File: src/rtl/sirq_host_pkg.sv
package sirq_host_pkg;

    // Frame sequencer states of the host
    typedef enum logic [2:0] {
        ST_IDLE,      // line released, waiting (quiet mode) or about to start
        ST_START,     // host drives the start pulse low
        ST_START_HI,  // one clock driven high, start rising edge
        ST_SLOTS,     // line released while data slots run
        ST_STOP_LO,   // stop pulse low
        ST_STOP_HI    // one clock driven high after the stop
    } sirq_state_e;

    // Smallest low extension accepted from the programming field
    localparam int unsigned EXT_MIN = 3;

    // Stop low widths announcing the next cycle's mode
    localparam int unsigned STOP_QUIET = 2;
    localparam int unsigned STOP_CONT  = 3;

endpackage

File: src/rtl/sirq_frame_fsm.sv
module sirq_frame_fsm
    import sirq_host_pkg::*;
#(
    parameter int EXT_W = 3
) (
    input  logic             clk,
    input  logic             rst_n,
    input  logic             line_i,
    input  logic [EXT_W-1:0] ext_i,
    input  logic             quiet_i,
    input  logic             last_i,
    output sirq_state_e      state_o,
    output logic             quiet_o,
    output logic             timer_run_o,
    output logic             commit_o,
    output logic             line_oe_o,
    output logic             line_out_o
);

    localparam int CW = EXT_W + 1;

    typedef struct packed {
        sirq_state_e   st;
        logic [CW-1:0] cnt;
        logic [CW-1:0] len;
        logic          quiet;
    } fsm_regs_t;

    fsm_regs_t r_q, r_d;
    logic [CW-1:0] ext_eff;

    // Effective extension: short codes widen to the minimum
    always_comb begin
        if (ext_i < EXT_W'(EXT_MIN)) begin
            ext_eff = CW'(EXT_MIN);
        end else begin
            ext_eff = {1'b0, ext_i};
        end
    end

    always_comb begin
        r_d = r_q;
        unique case (r_q.st)
            ST_IDLE: begin
                if (!r_q.quiet) begin
                    r_d.st  = ST_START;
                    r_d.cnt = CW'(1);
                    r_d.len = ext_eff + CW'(1);
                end else if (!line_i) begin
                    // agent already supplied one low clock
                    r_d.st  = ST_START;
                    r_d.cnt = CW'(1);
                    r_d.len = ext_eff;
                end
            end
            ST_START: begin
                if (r_q.cnt == r_q.len) begin
                    r_d.st = ST_START_HI;
                end else begin
                    r_d.cnt = r_q.cnt + CW'(1);
                end
            end
            ST_START_HI: begin
                r_d.st = ST_SLOTS;
            end
            ST_SLOTS: begin
                if (last_i) begin
                    r_d.st    = ST_STOP_LO;
                    r_d.cnt   = CW'(1);
                    r_d.quiet = quiet_i;
                    r_d.len   = quiet_i ? CW'(STOP_QUIET) : CW'(STOP_CONT);
                end
            end
            ST_STOP_LO: begin
                if (r_q.cnt == r_q.len) begin
                    r_d.st = ST_STOP_HI;
                end else begin
                    r_d.cnt = r_q.cnt + CW'(1);
                end
            end
            ST_STOP_HI: begin
                if (r_q.quiet) begin
                    r_d.st = ST_IDLE;
                end else begin
                    r_d.st  = ST_START;
                    r_d.cnt = CW'(1);
                    r_d.len = ext_eff + CW'(1);
                end
            end
            default: begin
                r_d.st = ST_IDLE;
            end
        endcase
    end

    always_ff @(posedge clk or negedge rst_n) begin
        if (!rst_n) begin
            r_q.st    <= ST_IDLE;
            r_q.cnt   <= '0;
            r_q.len   <= '0;
            r_q.quiet <= 1'b0;
        end else begin
            r_q <= r_d;
        end
    end

    assign state_o     = r_q.st;
    assign quiet_o     = r_q.quiet;
    assign timer_run_o = (r_q.st == ST_START_HI) || (r_q.st == ST_SLOTS);
    assign commit_o    = (r_q.st == ST_SLOTS) && last_i;
    assign line_oe_o   = (r_q.st == ST_START) || (r_q.st == ST_START_HI) ||
                         (r_q.st == ST_STOP_LO) || (r_q.st == ST_STOP_HI);
    assign line_out_o  = (r_q.st == ST_START_HI) || (r_q.st == ST_STOP_HI);

endmodule

File: src/rtl/sirq_slot_timer.sv
module sirq_slot_timer #(
    parameter int NSLOT = 16,
    parameter int SW    = $clog2(NSLOT + 1),
    parameter int IW    = (NSLOT > 1) ? $clog2(NSLOT) : 1
) (
    input  logic          clk,
    input  logic          rst_n,
    input  logic          run_i,
    output logic          sample_o,
    output logic [IW-1:0] slot_o,
    output logic          last_o
);

    // phase encoding: 0 = sample, 1 = recovery, 2 = turn-around
    localparam logic [1:0] PH_SMP = 2'd0;
    localparam logic [1:0] PH_REC = 2'd1;
    localparam logic [1:0] PH_TA  = 2'd2;

    typedef struct packed {
        logic [1:0]    ph;
        logic [SW-1:0] slot;
    } tmr_regs_t;

    tmr_regs_t r_q, r_d;

    always_comb begin
        r_d = r_q;
        if (!run_i) begin
            // the start's high clock acts as a recovery phase
            r_d.ph   = PH_REC;
            r_d.slot = '0;
        end else begin
            unique case (r_q.ph)
                PH_SMP: begin
                    r_d.ph   = PH_REC;
                    r_d.slot = r_q.slot + SW'(1);
                end
                PH_REC:  r_d.ph = PH_TA;
                default: r_d.ph = PH_SMP;
            endcase
        end
    end

    always_ff @(posedge clk or negedge rst_n) begin
        if (!rst_n) begin
            r_q.ph   <= PH_REC;
            r_q.slot <= '0;
        end else begin
            r_q <= r_d;
        end
    end

    assign sample_o = run_i && (r_q.ph == PH_SMP);
    assign slot_o   = r_q.slot[IW-1:0];
    assign last_o   = run_i && (r_q.ph == PH_TA) && (r_q.slot == SW'(NSLOT));

endmodule

File: src/rtl/sirq_vec_capture.sv
module sirq_vec_capture #(
    parameter int NSLOT = 16,
    parameter int IW    = (NSLOT > 1) ? $clog2(NSLOT) : 1
) (
    input  logic             clk,
    input  logic             rst_n,
    input  logic             line_i,
    input  logic             sample_i,
    input  logic [IW-1:0]    slot_i,
    input  logic             commit_i,
    output logic [NSLOT-1:0] vec_o
);

    typedef struct packed {
        logic [NSLOT-1:0] shadow;
        logic [NSLOT-1:0] vec;
    } cap_regs_t;

    cap_regs_t r_q, r_d;

    always_comb begin
        r_d = r_q;
        for (int i = 0; i < NSLOT; i++) begin
            if (sample_i && (slot_i == IW'(i))) begin
                r_d.shadow[i] = line_i;
            end
        end
        if (commit_i) begin
            r_d.vec = r_q.shadow;
        end
    end

    always_ff @(posedge clk or negedge rst_n) begin
        if (!rst_n) begin
            r_q.shadow <= '1;
            r_q.vec    <= '1;
        end else begin
            r_q <= r_d;
        end
    end

    assign vec_o = r_q.vec;

endmodule

File: src/rtl/sirq_host_ctrl.sv
module sirq_host_ctrl
    import sirq_host_pkg::*;
#(
    parameter int NSLOT = 16,
    parameter int EXT_W = 3
) (
    input  logic             clk,
    input  logic             rst_n,
    input  logic             line_i,
    input  logic [EXT_W-1:0] start_ext_i,
    input  logic             quiet_mode_i,
    output logic             line_oe_o,
    output logic             line_out_o,
    output logic [NSLOT-1:0] irq_vec_o
);

    localparam int IW = (NSLOT > 1) ? $clog2(NSLOT) : 1;

    sirq_state_e   seq_state;
    logic          seq_quiet;
    logic          tmr_run;
    logic          tmr_sample;
    logic [IW-1:0] tmr_slot;
    logic          tmr_last;
    logic          vec_commit;

    sirq_frame_fsm #(
        .EXT_W (EXT_W)
    ) u_fsm (
        .clk         (clk),
        .rst_n       (rst_n),
        .line_i      (line_i),
        .ext_i       (start_ext_i),
        .quiet_i     (quiet_mode_i),
        .last_i      (tmr_last),
        .state_o     (seq_state),
        .quiet_o     (seq_quiet),
        .timer_run_o (tmr_run),
        .commit_o    (vec_commit),
        .line_oe_o   (line_oe_o),
        .line_out_o  (line_out_o)
    );

    sirq_slot_timer #(
        .NSLOT (NSLOT),
        .IW    (IW)
    ) u_timer (
        .clk      (clk),
        .rst_n    (rst_n),
        .run_i    (tmr_run),
        .sample_o (tmr_sample),
        .slot_o   (tmr_slot),
        .last_o   (tmr_last)
    );

    sirq_vec_capture #(
        .NSLOT (NSLOT),
        .IW    (IW)
    ) u_cap (
        .clk      (clk),
        .rst_n    (rst_n),
        .line_i   (line_i),
        .sample_i (tmr_sample),
        .slot_i   (tmr_slot),
        .commit_i (vec_commit),
        .vec_o    (irq_vec_o)
    );

endmodule

File: config.mk
export PLATFORM = sky130hd
export DESIGN_NAME = sirq_host_ctrl
export DESIGN_NICKNAME = d
export VERILOG_FILES = /design/src/rtl/sirq_host_pkg.sv /design/src/rtl/sirq_frame_fsm.sv /design/src/rtl/sirq_slot_timer.sv /design/src/rtl/sirq_vec_capture.sv /design/src/rtl/sirq_host_ctrl.sv
export SDC_FILE = /design/constraint.sdc
export NUM_CORES = 1
export LEC_CHECK = 0
export BUFFER_PORTS_ARGS = -buffer_cell sky130_fd_sc_hd__buf_4
export CAP_MARGIN = 25
export CORE_ASPECT_RATIO = 1.1
export CORE_MARGIN = 4
export CORE_UTILIZATION = 35
export DETAILED_ROUTE_END_ITERATION = 10
export GPL_TIMING_DRIVEN = 0
export SLEW_MARGIN = 30
export SYNTH_ARGS = -nofsm -noshare
export SYNTH_HDL_FRONTEND = slang
export SYNTH_SLANG_ARGS = --single-unit
File: constraint.sdc
create_clock -name clk -period 1.7 [get_ports clk]
set_input_delay 0.085 -clock clk [delete_from_list [all_inputs] [get_ports clk]]
set_output_delay 0.085 -clock clk [all_outputs]
set_load 0.01 [all_outputs]
======== After elaboration in Yosys (flattened, before gate mapping) ========
Index checks and enable logic that the tools add are counted.
Widths: inputs -> output; s select.
storage, ports and cells
  register bits after elaboration ......... 51
  input port bits ......................... 7
  logic and storage cells ................. 109
cells by class
  add/subtract/negate cells ............... 3
  magnitude comparators ................... 1
  equality and inequality tests ........... 31
  multiplexer cells ....................... 16
  reductions and logical operators ........ 35
operators by type and width
  kind                 number
  $eq 4x4->1 const B   8
  $mux 11              2
  $logic_and 1x1->1    20
  $pmux 3 s6           1
  $eq 4x3->1 const B   4
  $pmux 4 s4           1
  $mux 12              1
  $pmux 4 s3           1
  $mux 3               3
  $eq 4x2->1 const B   2
  $mux 8               1
  $reduce_and 4->1     2
  $mux 7               1
  $eq 3x2->1 const B   2
  $eq 3x3->1 const B   2
  $ne 2x1->1 const B   3
  $ne 2x2->1 const B   3
  $add 5x1->5 const B  1
  $eq 5x5->1 const B   1
  $logic_or 1x1->1     5
  $mux 5               1
  $reduce_and 5->1     1
  $add 3x1->4 const B  1
  $add 4x1->4 const B  1
  other kinds (17)     18

======== Longest topological paths before layout ========
Gate-level depths: netlist (run 1).
  depth after elaboration ................. 6
  gate-level depth with buffers ........... 7
  depth with buffers taken out ............ 6

======== Hierarchy ========
From an unflattened synthesis (run 1), not the netlist that was laid out.
second synthesis, totals
  cells, all modules ...................... 254
  area, all modules ....................... 2791.4 µm²
modules (own cells, without submodules)
  module            times used  cells an instance  area each (µm²)  sequential area each (µm²)
  sirq_vec_capture  1           109                1476.4           840.8
  sirq_frame_fsm    1           105                910.9            300.3
  sirq_slot_timer   1           40                 404.1            176.4

======== Least setup slack after synthesis (run 1) ========
Ideal clock, no wire load.
  path kind ............................... register to register
  start point ............................. register u_timer.r_q, in the netlist u_timer.slot_o[0]
  end point ............................... register u_fsm.r_q[7] in the netlist's numbering
  setup time .............................. 0.126 ns
  arrival ................................. 1.663 ns
  data required time ...................... 1.574 ns
  setup slack ............................. -0.089 ns
  cell stages (with the launch flop) ...... 7
  buffers on the path ..................... 0
  period minus slack after synthesis ...... 1.789 ns
  cells stage by stage .................... dfrtp_1 > inv_1 > ha_1 > and4b_1 > nand2_2 > a221o_1 > a221o_1
on the way
  cells in the longest elaborated chain, start to end .. 4
ends and longest elaborated chain
  item                        line                   source
  start: declaration          sirq_slot_timer.sv:24  tmr_regs_t r_q, r_d;
  start signal: assignment    sirq_slot_timer.sv:49  r_q <= r_d;
  $eq 5x5->1                  sirq_slot_timer.sv:55  assign last_o = run_i && (r_q.ph == PH_TA) && (r_q.slot == SW'(NSLOT));
  $logic_and 1x1->1           sirq_slot_timer.sv:55
  $ne 2x1->1 (no line)        n/a
  $reduce_and 5->1 (no line)  n/a
  end signal: assignment      sirq_frame_fsm.sv:103  r_q <= r_d;
  end: declaration            sirq_frame_fsm.sv:29   fsm_regs_t r_q, r_d;
Every way passes these cells.
A chain may end at the register's enable or synchronous reset.

======== Worst setup path after layout (run 1) ========
  start point ............................. register u_timer.r_q, in the netlist u_timer.slot_o[1]
  end point ............................... register u_fsm.r_q[7] in the netlist's numbering
Same word-level chain as after synthesis.

==> out/results.ini, run 1 <==
[run_status]
outcome=finished with violations
violations=negative setup slack

[worst_setup_path]
critPathKind=reg -> reg
r2r-start=u_timer.slot_o[1]
slowest_delay_ps=410
arrival_ps=1950
slowest_stage=dfrtp_1
endpoint=u_fsm.r_q[7]
r2r_end=u_fsm.r_q[7]
worstSetupStartpoint=u_timer.slot_o[1]
required_ps=1890
cp-start-kind=flop
cpLargestDelayFamily=compound AO/OA/AOI/OAI gates
crit_fanout=3
worst-path-stages=6
path_cells=inv_2, ha_4, and4b_2, nand2_4, a221o_1, a221o_1
critPathBufInv=1
r2r_slack_ps=-60
cp-end-kind=flop
cpMostUsedCell=a221o_1
worst-r2r-cell-count=6

[synth]
yosys-top-cells-count=mux2_2, dfstp_2, dfrtp_1
synthSimpleGateAreaFrac_pct=14.1
yosysSeqAreaShare_pct=48.4
synth_cells=241
ys_async_sr_fraction_pct=100
muxShareOfSynthArea_pct=15.3
synth-xor-area-share_pct=2.89
synthesis.nets=254
synth.area.top_cells=dfstp_2, dfrtp_1, mux2_2, buf_4, ha_1
ys.flop_type=dfstp_2
yosys_warnings=0
synth_fa_ha_area_share_pct=2.76
synth_largest_area_cell=dfstp_2
synth_seq_cells=51
synth_top_family_by_area=multiplexers
syn-cell-area_mm2=0.00272
synth.most_common_cell=mux2_2
synth_edf_count=0
synth-compound-area-share_pct=8.82
syn_avg_cell_area_um2=11.3
synth_cell_types=50
yosysTopAreaCellShare_pct=31.8

[final_layout]
area_delta_synth_final_pct=23.6
layout-drive-gt1-share_pct=56.5
final_nets=297
fin_util_pct=44.8
antennaDiodeCount=0

[sta]
rsz0062_at_grt=yes
skew_ps=8.76
tns_ps=-141
finalSetupViolCount=4
worst_slew_pin_slew_ps=652
slew_headroom_pct=56.6
setup_ws_ps=-59.3
max_freq_mhz=568
min_period_ps=1760
period_share_pct=103
slew_viol_final=0
final_hold_viol_count=0

[clock_network]
root_buffer=clkbuf_8
clock_latency_ps=310
cts_buffers=5
cts.path.max_buffers=2
cts_max_level=2
cts.clk_slew.worst_paths_ps=90
clock-sinks=51
cts_tree=done

[detailed_routing]
dr_wl_met2_um=2650
vias=1889
firstDrtPassIters=4
drt-wirelength-per-cell_um=13.8
drt_wl_total_um=5370
route.antenna.remaining_nets=0
vias_per_cell=4.84
drc=0
m1WireLength_um=2520
met3_length_um=122
drt_iter0_markers=74
routed.top_layer=met4

[die]
die_h_um=101
start_util_pct=36.2
dieWidth_um=92.1
die_area_mm2=0.00926
io_pins=25
rows=33
core-area_mm2=0.00751

[pwr]
powerDensity_mw_per_mm2=1230
power.leakage_nw=1.50
ir_drop_v=0.000514

[run]
drv_cap=0

[global_route]
grt_pass1_wl_um=9200
antenna_found_initial=0
grt_use_total_pct=12.4
first_global_vias=2015
grt_overflow_total=0
grt_max_degree=52

[place]
hpwl_um=3610
portBuffers=23
gp_congestion=0.807

[worst_hold_path]
hold_path_class=in -> reg

## per-stage QoR
stage | area, um2 | instances | setup slack [ps] | total power [mW] | hold slack, ps
floorplan | 2730 | 241 | -48.8 | 2.66 | -211
global placement | 3030 | 369 | -232 | 2.98 | 153
detailed placement | 3030 | 369 | -232 | 3.02 | 158
CTS | 3290 | 385 | -75.0 | 4.06 | 29.5
global route | 3370 | 390 | -118 | 4.42 | 26.2
finish | 3370 | 390 | -59.3 | 4.13 | 34.4
## repair_timing
| action | 4_1_cts | 5_1_grt |
|---|---|---|
| gates resized for setup | 30 | 12 |
| endpoints found under the setup margin | 43 | 29 |
| buffers inserted | 9 | 5 |
| hold buffers | 1 | 0 |
| hold endpoints to repair | 18 | 0 |
| pin swaps | 6 | 3 |
## how the worst min path moves through the flow
stage                 startpoint                end  slack (ps)  cells after the start
floorplan                  rst_n      u_fsm.quiet_o        -210                      0
global placement           rst_n  u_timer.slot_o[0]         150                      1
detailed placement         rst_n  u_timer.slot_o[0]         160                      1
CTS                 quiet_mode_i      u_fsm.quiet_o          30                      2
global route        quiet_mode_i      u_fsm.quiet_o          30                      2
finish              quiet_mode_i      u_fsm.quiet_o          30                      2
## cells in the final DEF, fill, tap and decap left out, types with 2 or more instances in the layout
| cell | synthesis | final |
|---|---|---|
| buf_4 | 16 | 54 |
| mux2_2 | 36 | 35 |
| dfstp_2 | 33 | 33 |
| nand2_1 | 16 | 16 |
| dfrtp_1 | 18 | 15 |
| nand3_1 | 10 | 10 |
| nor2_1 | 9 | 8 |
| xor2_1 | 8 | 8 |
| buf_6 | 1 | 6 |
| inv_1 | 7 | 5 |
| o21ai_0 | 6 | 5 |
| and3_1 | 6 | 5 |
| a21oi_1 | 7 | 5 |
| ha_1 | 6 | 5 |
| clkbuf_8 | 0 | 5 |
| nand2b_1 | 6 | 4 |
| clkbuf_1 | 7 | 4 |
| nor2b_1 | 4 | 3 |
| nand3b_1 | 3 | 3 |
| dfrtp_2 | 0 | 3 |
| inv_2 | 0 | 2 |
| nand2b_4 | 0 | 2 |
| a21oi_2 | 0 | 2 |
| or2_2 | 2 | 2 |
| clkbuf_2 | 0 | 2 |
| nand4_1 | 2 | 2 |
| a22oi_1 | 2 | 2 |
| a221o_1 | 2 | 2 |
| a2111oi_0 | 2 | 2 |
| clkinv_4 | 0 | 2 |
## state kept, by name, indices dropped and copies added (netlist names)
signal,cells
u_timer.slot_o,4
u_fsm.r_q,8
u_fsm.state_o,3
u_cap.vec_o,16
u_timer.r_q,3
u_cap.r_q,16
u_fsm.quiet_o,1
## where the power goes
part | total (mW) | switching (mW) | internal [mW] | leakage [nW]
combinational | 1.68 | 0.855 | 0.823 | 0.886
clock | 0.718 | 0.421 | 0.297 | 0.0454
sequential | 1.73 | 0.205 | 1.53 | 0.568
## cell type report
type,instances,area (um2)
Buffer,28,216
Clock buffer,6,72.6
Clock inverter,2,17.5
Fill cell,721,4150
Inverter,7,26.3
Multi-Input combinational cell,153,1290
Sequential cell,51,1320
Tap cell,105,131
Timing Repair Buffer,38,288
## cells by family after synthesis
kind of cell,after synthesis
buffers and inverters,37
XOR/XNOR,9
AO/OA/AOI/OAI,33
flip-flops,51
multiplexers,37
adder cells (fa/ha/maj),6
AND/OR/NAND/NOR,68
## routing by layer
layer  GRT usage, %  vias up
met3           2.61        6
met4           5.37        0
met2           21.1       23
li1               -      919
met1           15.3      941
met5              0        -
(Power assumes the default switching activity.)
==> inputs of run 2 (changes only) <==
--- a/config.mk
+++ b/config.mk
@@ -5,11 +5,13 @@
 export SDC_FILE = /design/constraint.sdc
 export NUM_CORES = 1
 export LEC_CHECK = 0
+export ABC_AREA = 1
 export BUFFER_PORTS_ARGS = -buffer_cell sky130_fd_sc_hd__buf_4
 export CAP_MARGIN = 25
 export CORE_ASPECT_RATIO = 1.1
 export CORE_MARGIN = 4
 export CORE_UTILIZATION = 35
+export CTS_BUF_LIST = sky130_fd_sc_hd__clkbuf_4 sky130_fd_sc_hd__clkbuf_8
 export DETAILED_ROUTE_END_ITERATION = 10
 export GPL_TIMING_DRIVEN = 0
 export SLEW_MARGIN = 30
==> run 2 against run 1 <==
Against the previous run:
- the flow now finishes without violations
- final area shrank 3.2%
- wire length decreased by 0.15%
- fmax rose by 10%
- hold slack better by 120 ps
- combinational power down 89%
- critical endpoint is now u_fsm.r_q[8]
- largest cell class unchanged
==> out/results.ini, run 2 <==
[pwr]
power.leakage_nw=1.61  ; +7.1%
ir_drop_v=0.000282  ; -45%
powerDensity_mw_per_mm2=735  ; -40%
p_total_mw=2.40  ; -42%

[sta]
finalSetupViolCount=0  ; -4
worst_slew_pin_slew_ps=631  ; -20.0 ps
tns_ps=0  ; +141 ps
min_period_ps=1600  ; -163 ps
max_freq_mhz=626  ; +10%
final_hold_viol_count=0  ; unchanged
period_share_pct=93.9  ; -9.6 points
skew_ps=8.01  ; -0.748 ps
slew_headroom_pct=57.9  ; +1.3 points
slew_viol_final=0  ; unchanged

[die]
die_area_mm2=0.00933  ; +0.72%
io_pins=25  ; unchanged
core-area_mm2=0.00756  ; +0.55%
rows=33  ; unchanged
dieWidth_um=92.4  ; +0.36%
die_h_um=101  ; +0.36%
start_util_pct=36.3  ; +0.083 points

[global_route]
grt_use_met1_pct=17.3  ; +2.0 points
antenna_found_initial=0  ; unchanged
gr-usage-met3_pct=2.09  ; -0.52 points
first_global_vias=2097  ; +4.1%
grt_overflow_total=0  ; unchanged
gr-usage-met2_pct=20.8  ; -0.36 points
grt_max_degree=52  ; unchanged
busiest_layer=met2
grt_use_total_pct=12.9  ; +0.49 points
grt_pass1_wl_um=9750  ; +5.9%

[synth]
yosysSeqAreaShare_pct=48.0  ; -0.37 points
synth.most_common_cell=nand2_1
synthesis.nets=345  ; +36%
ys_async_sr_fraction_pct=100  ; unchanged
yosysTopAreaCellShare_pct=31.6  ; -0.25 points
ys.flop_type=dfstp_2
syn_avg_cell_area_um2=8.27  ; -27%
yosys-top-cells-count=nand2_1, dfstp_2, inv_1
synth.area.top_cells=dfstp_2, dfrtp_1, nand2_1, buf_4, inv_1
syn-cell-area_mm2=0.00275  ; +0.78%
synth_cell_types=28  ; -44%
synth_largest_area_cell=dfstp_2
synth_cells=332  ; +38%
synth_seq_cells=51  ; unchanged
synth_edf_count=0  ; unchanged
yosys_warnings=0  ; unchanged

[worst_setup_path]
required_ps=1950  ; +60 ps
worst-r2r-cell-count=11  ; +5
cp-start-kind=flop
cp-end-kind=flop
path_cells=inv_2, ha_2, nand2_2, nor2_4, nand2_2, nand2_4, nand2_4, nor2_8, buf_4, nand3_1, nand2_1
r2r_slack_ps=100  ; +160 ps
critPathBufInv=2  ; +1
slowest_delay_ps=410  ; about the same
crit_fanout=4  ; +1
cpLargestDelayFamily=simple AND/OR/NAND/NOR gates
r2r-start=u_timer.slot_o[0]
r2r_end=u_fsm.r_q[8]
arrival_ps=1850  ; -100 ps
critPathKind=reg -> reg
slowest_stage=dfrtp_1

[clock_network]
cts_buffers=5  ; unchanged
cts_tree=done
clock-sinks=51  ; unchanged
clock_latency_ps=310  ; about the same
cts.path.max_buffers=2  ; unchanged
cts.clk_slew.worst_paths_ps=100  ; about the same
root_buffer=clkbuf_8
cts_max_level=2  ; unchanged

[place]
portBuffers=24  ; +4.3%
hpwl_um=3930  ; +8.9%
place_inst=461  ; +25%
gp_congestion=0.883  ; +9.4%

[final_layout]
fin_util_pct=43.1  ; -1.7 points
final_nets=383  ; +29%
n_fill_cell=753  ; +4.4%
layout_commonest_cell=nand2_1
layoutNonFillerInstCount=476  ; +22%
layout-drive-gt1-share_pct=32.9  ; -24 points
mostFrequentLayoutCells=nand2_1, buf_4, dfstp_2
antennaDiodeCount=0  ; unchanged
area_delta_synth_final_pct=18.7

[worst_hold_path]
hold_path_class=in -> reg
whs_endpoint=u_fsm.r_q[4]
hold_start=start_ext_i[1]
min_path_cells=5  ; +3

[detailed_routing]
route.antenna.remaining_nets=0  ; unchanged
drt_iter0_markers=106  ; +43%
drt_wl_total_um=5360  ; -0.15%
vias_per_cell=4.49  ; -7.4%
vias=2135  ; +13%
firstDrtPassIters=4  ; unchanged
drc=0  ; unchanged
drt-wirelength-per-cell_um=11.3  ; -18%

[run_status]
outcome=finished clean

[run]
drv_cap=0  ; unchanged

-- run 2: how the worst max path moves through the flow --
stage | start | to | slack (ps) | cells after the start
floorplan | u_timer.slot_o[0] | u_fsm.r_q[7] | 150 | 11
global placement | u_timer.slot_o[0] | u_fsm.r_q[5] | 6 | 11
detailed placement | u_timer.slot_o[0] | u_fsm.r_q[6] | -30 | 11
CTS | u_timer.slot_o[0] | u_fsm.r_q[6] | 10 | 11
global route | u_timer.slot_o[0] | u_fsm.r_q[8] | -0.3 | 11
finish | u_timer.slot_o[0] | u_fsm.r_q[8] | 100 | 11
-- run 2: metrics by stage --
stage	worst slack (ps)	hold slack, ps	instance area (um2)
after global placement	5.51	154	3060
after detailed placement	-31.2	161	3060
after global routing	-0.303	162	3260
after floorplan	153	-211	2750
final	104	152	3260
after CTS	12.0	140	3200
-- run 2: layer usage --
metal  part of all wire (%)  vias up
met5                      0        -
met4                    2.1        0
met3                    3.0        8
met2                     47       32
met1                     48      978
li1                       -     1117
-- run 2: worst reg2reg max path: cells and delay by family (launching register included) --
family / cells / cell delay [ps]
AND/OR/NAND/NOR: 8 / 750
buffers and inverters: 2 / 200
adder cells (fa/ha/maj): 1 / 190
flip-flops: 1 / 410
-- run 2: power by group --
group          leakage, nW  switching [mW]  internal [mW]  total (mW)
sequential           0.576          0.0224           1.29        1.31
combinational        0.969          0.0977         0.0921       0.190
clock               0.0618           0.413          0.484       0.898
total                 1.61           0.534           1.86        2.40
-- run 2: kinds of logic (layout without fill, tap and decap cells) --
family	count (synthesis)	count (layout)	share of synthesized area [%]
AND/OR/NAND/NOR	171	171	29.0
AO/OA/AOI/OAI	44	44	8.61
adder cells (fa/ha/maj)	6	6	2.73
flip-flops	51	51	48.0
XOR/XNOR	3	3	0.957
buffers and inverters	57	96	10.7
-- run 2: layout make-up --
type	instances	area, um2	area share [%]
Inverter	36	135	4.15
Clock buffer	6	82.6	2.53
Tap cell	105	131	4.03
Buffer	21	158	4.84
Sequential cell	51	1320	40.5
Timing Repair Buffer	31	235	7.22
Clock inverter	2	38.8	1.19
Multi-Input combinational cell	224	1160	35.5
-- run 2: timing repair --
item                                    in CTS  in global routing
gates cloned                                 0                  0
endpoints found under the setup margin      15                 20
setup buffers                                0                  6
pin swaps                                    0                  2
hold buffers                                 1                  0
gates resized for setup                      2                  9
hold endpoints to repair                    18                  0
